### config.mk
export PLATFORM = sky130hd
export DESIGN_NAME = pkt_rx_ctrl
export DESIGN_NICKNAME = d
export VERILOG_FILES = /design/src/rtl/pkt_rx_pkg.sv /design/src/rtl/pkt_dest_sel.sv /design/src/rtl/pkt_rx_fsm.sv /design/src/rtl/pkt_strobe_dec.sv /design/src/rtl/pkt_rx_ctrl.sv
export SDC_FILE = /design/constraint.sdc
export NUM_CORES = 1
export LEC_CHECK = 0
export ABC_AREA = 1
export CORE_MARGIN = 2
export CORE_UTILIZATION = 39
export CTS_CLUSTER_SIZE = 10
export DETAILED_ROUTE_END_ITERATION = 6
export PLACE_DENSITY = 0.87
export SYNTH_ARGS = -nofsm -noshare
export SYNTH_HDL_FRONTEND = slang
export SYNTH_SLANG_ARGS = --single-unit
export TNS_END_PERCENT = 100
### constraint.sdc
create_clock -name clk_i -period 1.45 [get_ports clk_i]
set_input_delay 0.145 -clock clk_i [delete_from_list [all_inputs] [get_ports clk_i]]
set_output_delay 0.145 -clock clk_i [all_outputs]
set_load 0.005 [all_outputs]
### src/rtl/pkt_rx_pkg.sv
package pkt_rx_pkg;
  typedef enum logic [2:0] {
    ST_DECODE, ST_WAIT, ST_HDR, ST_DATA, ST_FULL, ST_RESUME, ST_PAR, ST_CHECK
  } rx_state_e;
  localparam int unsigned NUM_ST = 8;
endpackage

### src/rtl/pkt_dest_sel.sv
module pkt_dest_sel #(
  parameter int unsigned NUM_PORTS = 4,
  localparam int unsigned DEST_W = $clog2(NUM_PORTS)
) (
  input  logic                 clk_i,
  input  logic                 rst_ni,
  input  logic                 cap_en_i,
  input  logic [DEST_W-1:0]    hdr_addr_i,
  input  logic [NUM_PORTS-1:0] fifo_empty_i,
  input  logic [NUM_PORTS-1:0] soft_rst_i,
  output logic [DEST_W-1:0]    dest_o,
  output logic                 hdr_empty_o,
  output logic                 dest_empty_o,
  output logic                 dest_srst_o
);
  always_ff @(posedge clk_i or negedge rst_ni) begin
    if (!rst_ni)       dest_o <= '0;
    else if (cap_en_i) dest_o <= hdr_addr_i;
  end

  assign hdr_empty_o  = fifo_empty_i[hdr_addr_i];
  assign dest_empty_o = fifo_empty_i[dest_o];
  assign dest_srst_o  = soft_rst_i[dest_o];
endmodule

### src/rtl/pkt_rx_fsm.sv
module pkt_rx_fsm
  import pkt_rx_pkg::*;
(
  input  logic      clk_i,
  input  logic      rst_ni,
  input  logic      pkt_valid_i,
  input  logic      hdr_empty_i,
  input  logic      dest_empty_i,
  input  logic      dest_srst_i,
  input  logic      fifo_full_i,
  output rx_state_e state_o
);
  rx_state_e nxt;

  always_comb begin
    nxt = state_o;
    unique case (state_o)
      ST_DECODE: if (pkt_valid_i) nxt = hdr_empty_i ? ST_HDR : ST_WAIT;
      ST_WAIT:   if (dest_empty_i) nxt = ST_HDR;
      ST_HDR:    nxt = ST_DATA;
      ST_DATA: begin
        if (fifo_full_i)       nxt = ST_FULL;  // full wins over end of packet
        else if (!pkt_valid_i) nxt = ST_PAR;
      end
      ST_FULL:   if (!fifo_full_i) nxt = ST_RESUME;
      ST_RESUME: nxt = pkt_valid_i ? ST_DATA : ST_PAR;
      ST_PAR:    nxt = ST_CHECK;
      ST_CHECK:  nxt = ST_DECODE;
      default:   nxt = ST_DECODE;
    endcase
    if (state_o != ST_DECODE && dest_srst_i) nxt = ST_DECODE;
  end

  always_ff @(posedge clk_i or negedge rst_ni) begin
    if (!rst_ni) state_o <= ST_DECODE;
    else         state_o <= nxt;
  end
endmodule

### src/rtl/pkt_strobe_dec.sv
module pkt_strobe_dec
  import pkt_rx_pkg::*;
(
  input  rx_state_e state_i,
  output logic      detect_o,
  output logic      hdr_ld_o,
  output logic      pay_ld_o,
  output logic      stall_o,
  output logic      resume_o,
  output logic      par_ld_o,
  output logic      chk_o,
  output logic      busy_o
);
  logic [NUM_ST-1:0] hot;

  for (genvar k = 0; k < NUM_ST; k++) begin : g_hot
    assign hot[k] = (state_i == rx_state_e'(k));
  end

  assign detect_o = hot[ST_DECODE];
  assign hdr_ld_o = hot[ST_HDR];
  assign pay_ld_o = hot[ST_DATA];
  assign stall_o  = hot[ST_FULL];
  assign resume_o = hot[ST_RESUME];
  assign par_ld_o = hot[ST_PAR];
  assign chk_o    = hot[ST_CHECK];
  // source may advance only while decoding or streaming payload
  assign busy_o   = ~(hot[ST_DECODE] | hot[ST_DATA]);
endmodule

### src/rtl/pkt_rx_ctrl.sv
module pkt_rx_ctrl
  import pkt_rx_pkg::*;
#(
  parameter int unsigned NUM_PORTS = 4,
  localparam int unsigned DEST_W = $clog2(NUM_PORTS)
) (
  input  logic                 clk_i,
  input  logic                 rst_ni,
  input  logic                 pkt_valid_i,
  input  logic [DEST_W-1:0]    hdr_addr_i,
  input  logic [NUM_PORTS-1:0] fifo_empty_i,
  input  logic                 fifo_full_i,
  input  logic [NUM_PORTS-1:0] soft_rst_i,
  output logic                 detect_o,
  output logic                 hdr_ld_o,
  output logic                 pay_ld_o,
  output logic                 stall_o,
  output logic                 resume_o,
  output logic                 par_ld_o,
  output logic                 chk_o,
  output logic                 busy_o,
  output logic [DEST_W-1:0]    dest_o
);
  rx_state_e state;
  logic      hdr_empty, dest_empty, dest_srst, cap_en;

  assign cap_en = (state == ST_DECODE) && pkt_valid_i;

  pkt_dest_sel #(.NUM_PORTS(NUM_PORTS)) u_dest (
    .clk_i, .rst_ni, .cap_en_i(cap_en), .hdr_addr_i, .fifo_empty_i, .soft_rst_i,
    .dest_o, .hdr_empty_o(hdr_empty), .dest_empty_o(dest_empty),
    .dest_srst_o(dest_srst)
  );

  pkt_rx_fsm u_fsm (
    .clk_i, .rst_ni, .pkt_valid_i, .hdr_empty_i(hdr_empty),
    .dest_empty_i(dest_empty), .dest_srst_i(dest_srst), .fifo_full_i,
    .state_o(state)
  );

  pkt_strobe_dec u_dec (
    .state_i(state), .detect_o, .hdr_ld_o, .pay_ld_o, .stall_o, .resume_o,
    .par_ld_o, .chk_o, .busy_o
  );
endmodule

* Word level (Yosys, flattened, before mapping) *
Cells that the tools add are included.

operators by class
  bitwise logic cells = 2
  order comparisons = 2
  equal/unequal tests = 11
  muxes and demuxes = 15
  reduce and logical (&&, ||, !) cells = 5

operators by type and width
  operator                                                    count
  case mux 3 bit (8 select lines)                             1
  two-way mux 3 bit                                           7
  equality test 3 bit, second input constant                  4
  binary-select mux 1 bit (select 2 bit)                      3
  equality test 3 x 2 -> 1 bit, second input constant         2
  less-than comparator 2 x 3 -> 1 bit, second input constant  2
  != test 3 x 2 -> 1 bit, second input constant               2
  != test 4 x 3 -> 1 bit, second input constant               1
  AND reduction 4 bit                                         1
  equality test 3 x 1 -> 1 bit, second input constant         1
  zero test 3 bit                                             1
  two-way mux 1 bit                                           3
  != test 3 bit, second input constant                        1
  nonzero test 3 bit                                          1
  logical AND 1 bit                                           2
  two-way mux 2 bit                                           1
  NOT 1 bit                                                   1
  OR 1 bit                                                    1

word-level totals
  register bits after elaboration = 5
  input port bits = 14
  output and inout bits = 10

* Depth between registers and ports, before layout *
  word-level depth = 6
  mapped depth = 10
  depth with buffers taken out = 10

* By module *
From an unflattened synthesis, not the netlist that was laid out.

unflattened totals
  cell total of the unflattened synthesis = 107
  area, all modules = 589.3 µm²

by module, submodules not included
  module          instances  cells an instance  area an instance (µm²)
  pkt_rx_fsm      1          47                 299.0
  pkt_dest_sel    1          39                 198.9
  pkt_strobe_dec  1          15                 68.8
  pkt_rx_ctrl     1          6                  22.5

* Least setup slack after synthesis *
No wires, ideal clock.

  path kind = reg-to-reg
  from = register u_fsm.state_o[2]
  to = register u_fsm.state_o[1]
  cell stages (with the launch flop) = 9
  path slack = 0.300 ns
  arrival time = 1.032 ns
  data required time = 1.332 ns
  path buffers = 1
  period minus slack after synthesis = 1.150 ns
  path through = dfrtp_1 > buf_4 > inv_1 > nand3_1 > nand2_1 > nor2_2 > nand2_4 > nor2_1 > nor2_2

on the way
  word-level cells in the longest chain between the ends = 4
  elaborated cells between the ends (all ways) = 17
  those cells by class = eq/ne: 11; mux: 2; reduce/logical: 4

RTL lines
  what                                                                   RTL line          RTL
  from (decl)                                                            pkt_rx_fsm.sv:11  output rx_state_e state_o
  from (signal assigned)                                                 pkt_rx_fsm.sv:36  else state_o <= nxt;
  nonzero test 3 bit                                                     pkt_rx_fsm.sv:31  if (state_o != ST_DECODE && dest_srst_i) nxt = ST_DECODE;
  logical AND 1 bit                                                      pkt_rx_fsm.sv:31
  != test 4 x 3 -> 1 bit (no source line), or another cell as far along  --
  AND reduction 4 bit (no source line)                                   --

Parallel ways exist; a longest one is shown, timed or not.
A chain may end at the register's enable or synchronous reset.

* Worst setup path after layout *
  from = register u_fsm.state_o[0]
  to = output busy_o

on the way
  word-level cells in the longest chain between the ends = 3
  elaborated cells between the ends (all ways) = 4
  those cells by class = eq/ne: 1; bitwise: 2; reduce/logical: 1

RTL lines
  what                                                             RTL line              RTL
  equality test 3 x 2 -> 1 bit or zero test 3 bit (tied branches)  pkt_strobe_dec.sv:17  assign hot[k] = (state_i == rx_state_e'(k));
  OR 1 bit *                                                       pkt_strobe_dec.sv:28  assign busy_o = ~(hot[ST_DECODE] | hot[ST_DATA]);
  NOT 1 bit *                                                      pkt_strobe_dec.sv:28
  to (decl)                                                        pkt_rx_ctrl.sv:21     output logic busy_o,

Every way passes the cells marked *; elsewhere a longest branch is shown, timed or not.

==> results.py <==
metrics = {
    "die": {
        "io_pins": 24,
        "die-height_um": 40.4,
        "die_w_um": 40.4,
        "start_util_pct": 40.6,
        "core_area_um2": 1270,
        "rows": 13,
        "dieArea_um2": 1630,
    },
    "synthesis": {
        "synth.net_count": 106,
        "synth_area_um2": 515,
        "yosys-top-cells-area": "dfrtp_1 (24%), nand2_1 (20%), nor2_1 (12%)",
        "netlist.area_leader.share_pct": 24.3,
        "yosys_warnings": 0,
        "yosysMostFrequentCell": "nand2_1",
        "yosysSeqAreaShare_pct": 24.3,
        "avgSynthCellArea_um2": 5.60,
        "synthFlopType": "dfrtp_1",
        "synth-edff-count": 0,
        "synth_common_cells": "nand2_1 (28), nor2_1 (17), inv_1 (13)",
        "syn-instance-count": 92,
        "ys_async_sr_fraction_pct": 100,
        "synth_seq_cells": 5,
        "synth.largest_area_cell": "dfrtp_1",
        "synth.distinct_cells": 18,
    },
    "clocking": {
        "cts_buffer_depth": 2,
        "h-tree-depth": 1,
        "clk_pin_slew_ns": 0.04,
        "insertion_delay_ns": 0.24,
        "cts_made_buffers": 3,
        "cts_tree": "built",
        "cts_sinks": 5,
        "cts_root_buf": "clkbuf_4",
    },
    "power": {
        "p_int_uw": 854,
        "swShare_pct": 47.0,
        "p_leak_nw": 0.462,
        "total_power_mw": 1.61,
        "comb_power_share_pct": 68.5,
        "p_seq_share_pct": 21.9,
        "p_clk_share_pct": 9.7,
        "ir_drop_mv": 1.15,
        "p_sw_uw": 757,
        "power_density_nw_per_um2": 1900,
    },
    "critical_path": {
        "worstSetupEndpointType": "output port",
        "crit_required_ns": 1.31,
        "crit_arrival_ns": 1.23,
        "worstSetupStartpointType": "flop",
        "crit_fanout": 5,
        "crit_type": "reg -> out",
        "reg2reg_slack_ns": 0.12,
    },
    "placement": {
        "gp_congestion": 0.864,
        "port-buffer-count": 23,
        "dp_hpwl_mm": 1.01,
        "dpl-instance-area_um2": 782,
    },
    "cells_and_area": {
        "n_antenna_cell": 0,
        "final_area_um2": 847,
        "area_growth_pct": 64.3,
        "drive_gt1_share_pct": 25.0,
        "nets": 139,
    },
    "sta": {
        "finalHoldViolations": 0,
        "fin_crit_ns": 1.37,
        "slew_viol_final": 0,
        "fin_skew_ns": 0.00163,
        "fin_crit_sh_pct": 94.7,
        "max_slew.worst_pin.slew_ns": 0.210,
        "max_freq_ghz": 0.728,
        "slew_headroom_pct": 85.9,
        "setup_violations": 0,
    },
    "grt": {
        "grt_pass1_wl_mm": 1.91,
        "grt_pass1_vias": 527,
        "grt-ovfl-total": 0,
        "grt_util_all_layers_pct": 17.7,
        "grt_max_degree": 10,
        "antenna_found_initial": 0,
    },
    "drt": {
        "drt_iter0_drc": 11,
        "drc": 0,
        "wl_per_cell_um": 8.74,
        "final_antenna_net_count": 0,
        "drtPass1Iterations": 4,
        "vias_per_cell": 4.62,
        "wirelength_mm": 1.22,
        "num_vias": 642,
    },
    "status": {
        "status": "finished clean",
    },
    "min_path": {
        "hold_path.class": "in -> async",
    },
    "run": {
        "maxCapViolCount": 0,
    },
}
## power by group through the flow
| stage | clock network [mW] | logic, mW | registers [mW] |
|---|---|---|---|
| after floorplan | 0 | 0.697 | 0.275 |
| after global placement | 0 | 1.05 | 0.318 |
| after detailed placement | 0 | 1.07 | 0.323 |
| after CTS | 0.164 | 1.09 | 0.334 |
| after global routing | 0.175 | 1.26 | 0.366 |
| final | 0.155 | 1.10 | 0.353 |
## routing by layer
layer / vias up / wire (um) / global-route usage [%]
met5: - / 0 / 0
li1: 340 / - / -
met2: 12 / 599 / 29.8
met3: 2 / 34 / 1.67
met4: 0 / 9 / 10.0
met1: 288 / 571 / 21.7
## cells by family (layout without fill, tap and decap cells)
group | count (synthesis) | in the layout | synth area share (%)
AO/OA/AOI/OAI | 9 | 9 | 9.46
buffers and inverters | 18 | 50 | 14.1
flip-flops | 5 | 5 | 24.3
AND/OR/NAND/NOR | 60 | 60 | 52.2
## placed cells by master, fill, tap and decap left out
cell type        count
nor3_1               1
dfrtp_2              3
inv_1               12
dlygate4sd2_1        8
nor2_2               4
nand2_2              3
inv_2                4
nor2_1              15
a21oi_1              2
nand3_1              4
o21ai_1              3
buf_4                7
clkbuf_4             3
nand3_2              2
nand2_1             27
a21oi_2              1
clkbuf_1             1
dfrtp_1              2
clkdlybuf4s50_1     15
nor2_4               2
o21ai_0              3
nand2_4              2
## metrics by stage
stage	util [%]	cells	setup slack [ns]	hold slack (ns)	TNS, ns
2_1_floorplan	-	92	0.300	-0.151	0
5_1_grt	66.8	139	-0.00304	0.128	-0.00304
3_3_place_gp	61.6	132	0.0403	0.375	0
6_report	66.8	139	0.0764	0.120	0
4_1_cts	65.7	139	0.0332	0.116	0
3_5_place_dp	61.6	132	0.0134	0.376	0
## critical path: stages (launching register included)
cell and delay, ns:
dfrtp_2 0.45, nor2_4 0.13, nand2_2 0.06, inv_2 0.06, nor2_1 0.03, dlygate4sd2_1 0.25
## registers in the layout, indices dropped and copies added, names as in the netlist
register	cells
u_dest.dest_o	2
u_fsm.state_o	3
## path summary, 6_finish.rpt
check / to / cells after the start / start
max in group asynchronous: u_dest.dest_o[0] / 1 / rst_ni
setup / recovery: busy_o / 5 / u_fsm.state_o[0]
hold / removal: u_fsm.state_o[2] / 1 / rst_ni
setup reg to reg: u_fsm.state_o[2] / 10 / u_fsm.state_o[2]
hold reg to reg: u_dest.dest_o[0] / 2 / u_dest.dest_o[0]
min in group clk_i: u_dest.dest_o[1] / 3 / hdr_addr_i[1]
## cell type report
| class | instances | area (um2) |
|---|---|---|
| fillers | 111 | 422 |
| multi-input cells | 69 | 340 |
| repair buffers | 30 | 273 |
| flip-flops and latches | 5 | 129 |
| inverters | 16 | 60.1 |
| clock buffers | 4 | 26.3 |
| well taps | 15 | 18.8 |
## repair_timing
action	in CTS	in global routing
endpoints found under the hold margin	0	0
endpoints found under the setup margin	8	4
resized for setup	13	5
hold buffers	0	0
buffers inserted	3	0
pin swaps	2	3
No activity file was read; power rests on OpenSTA's default activity.
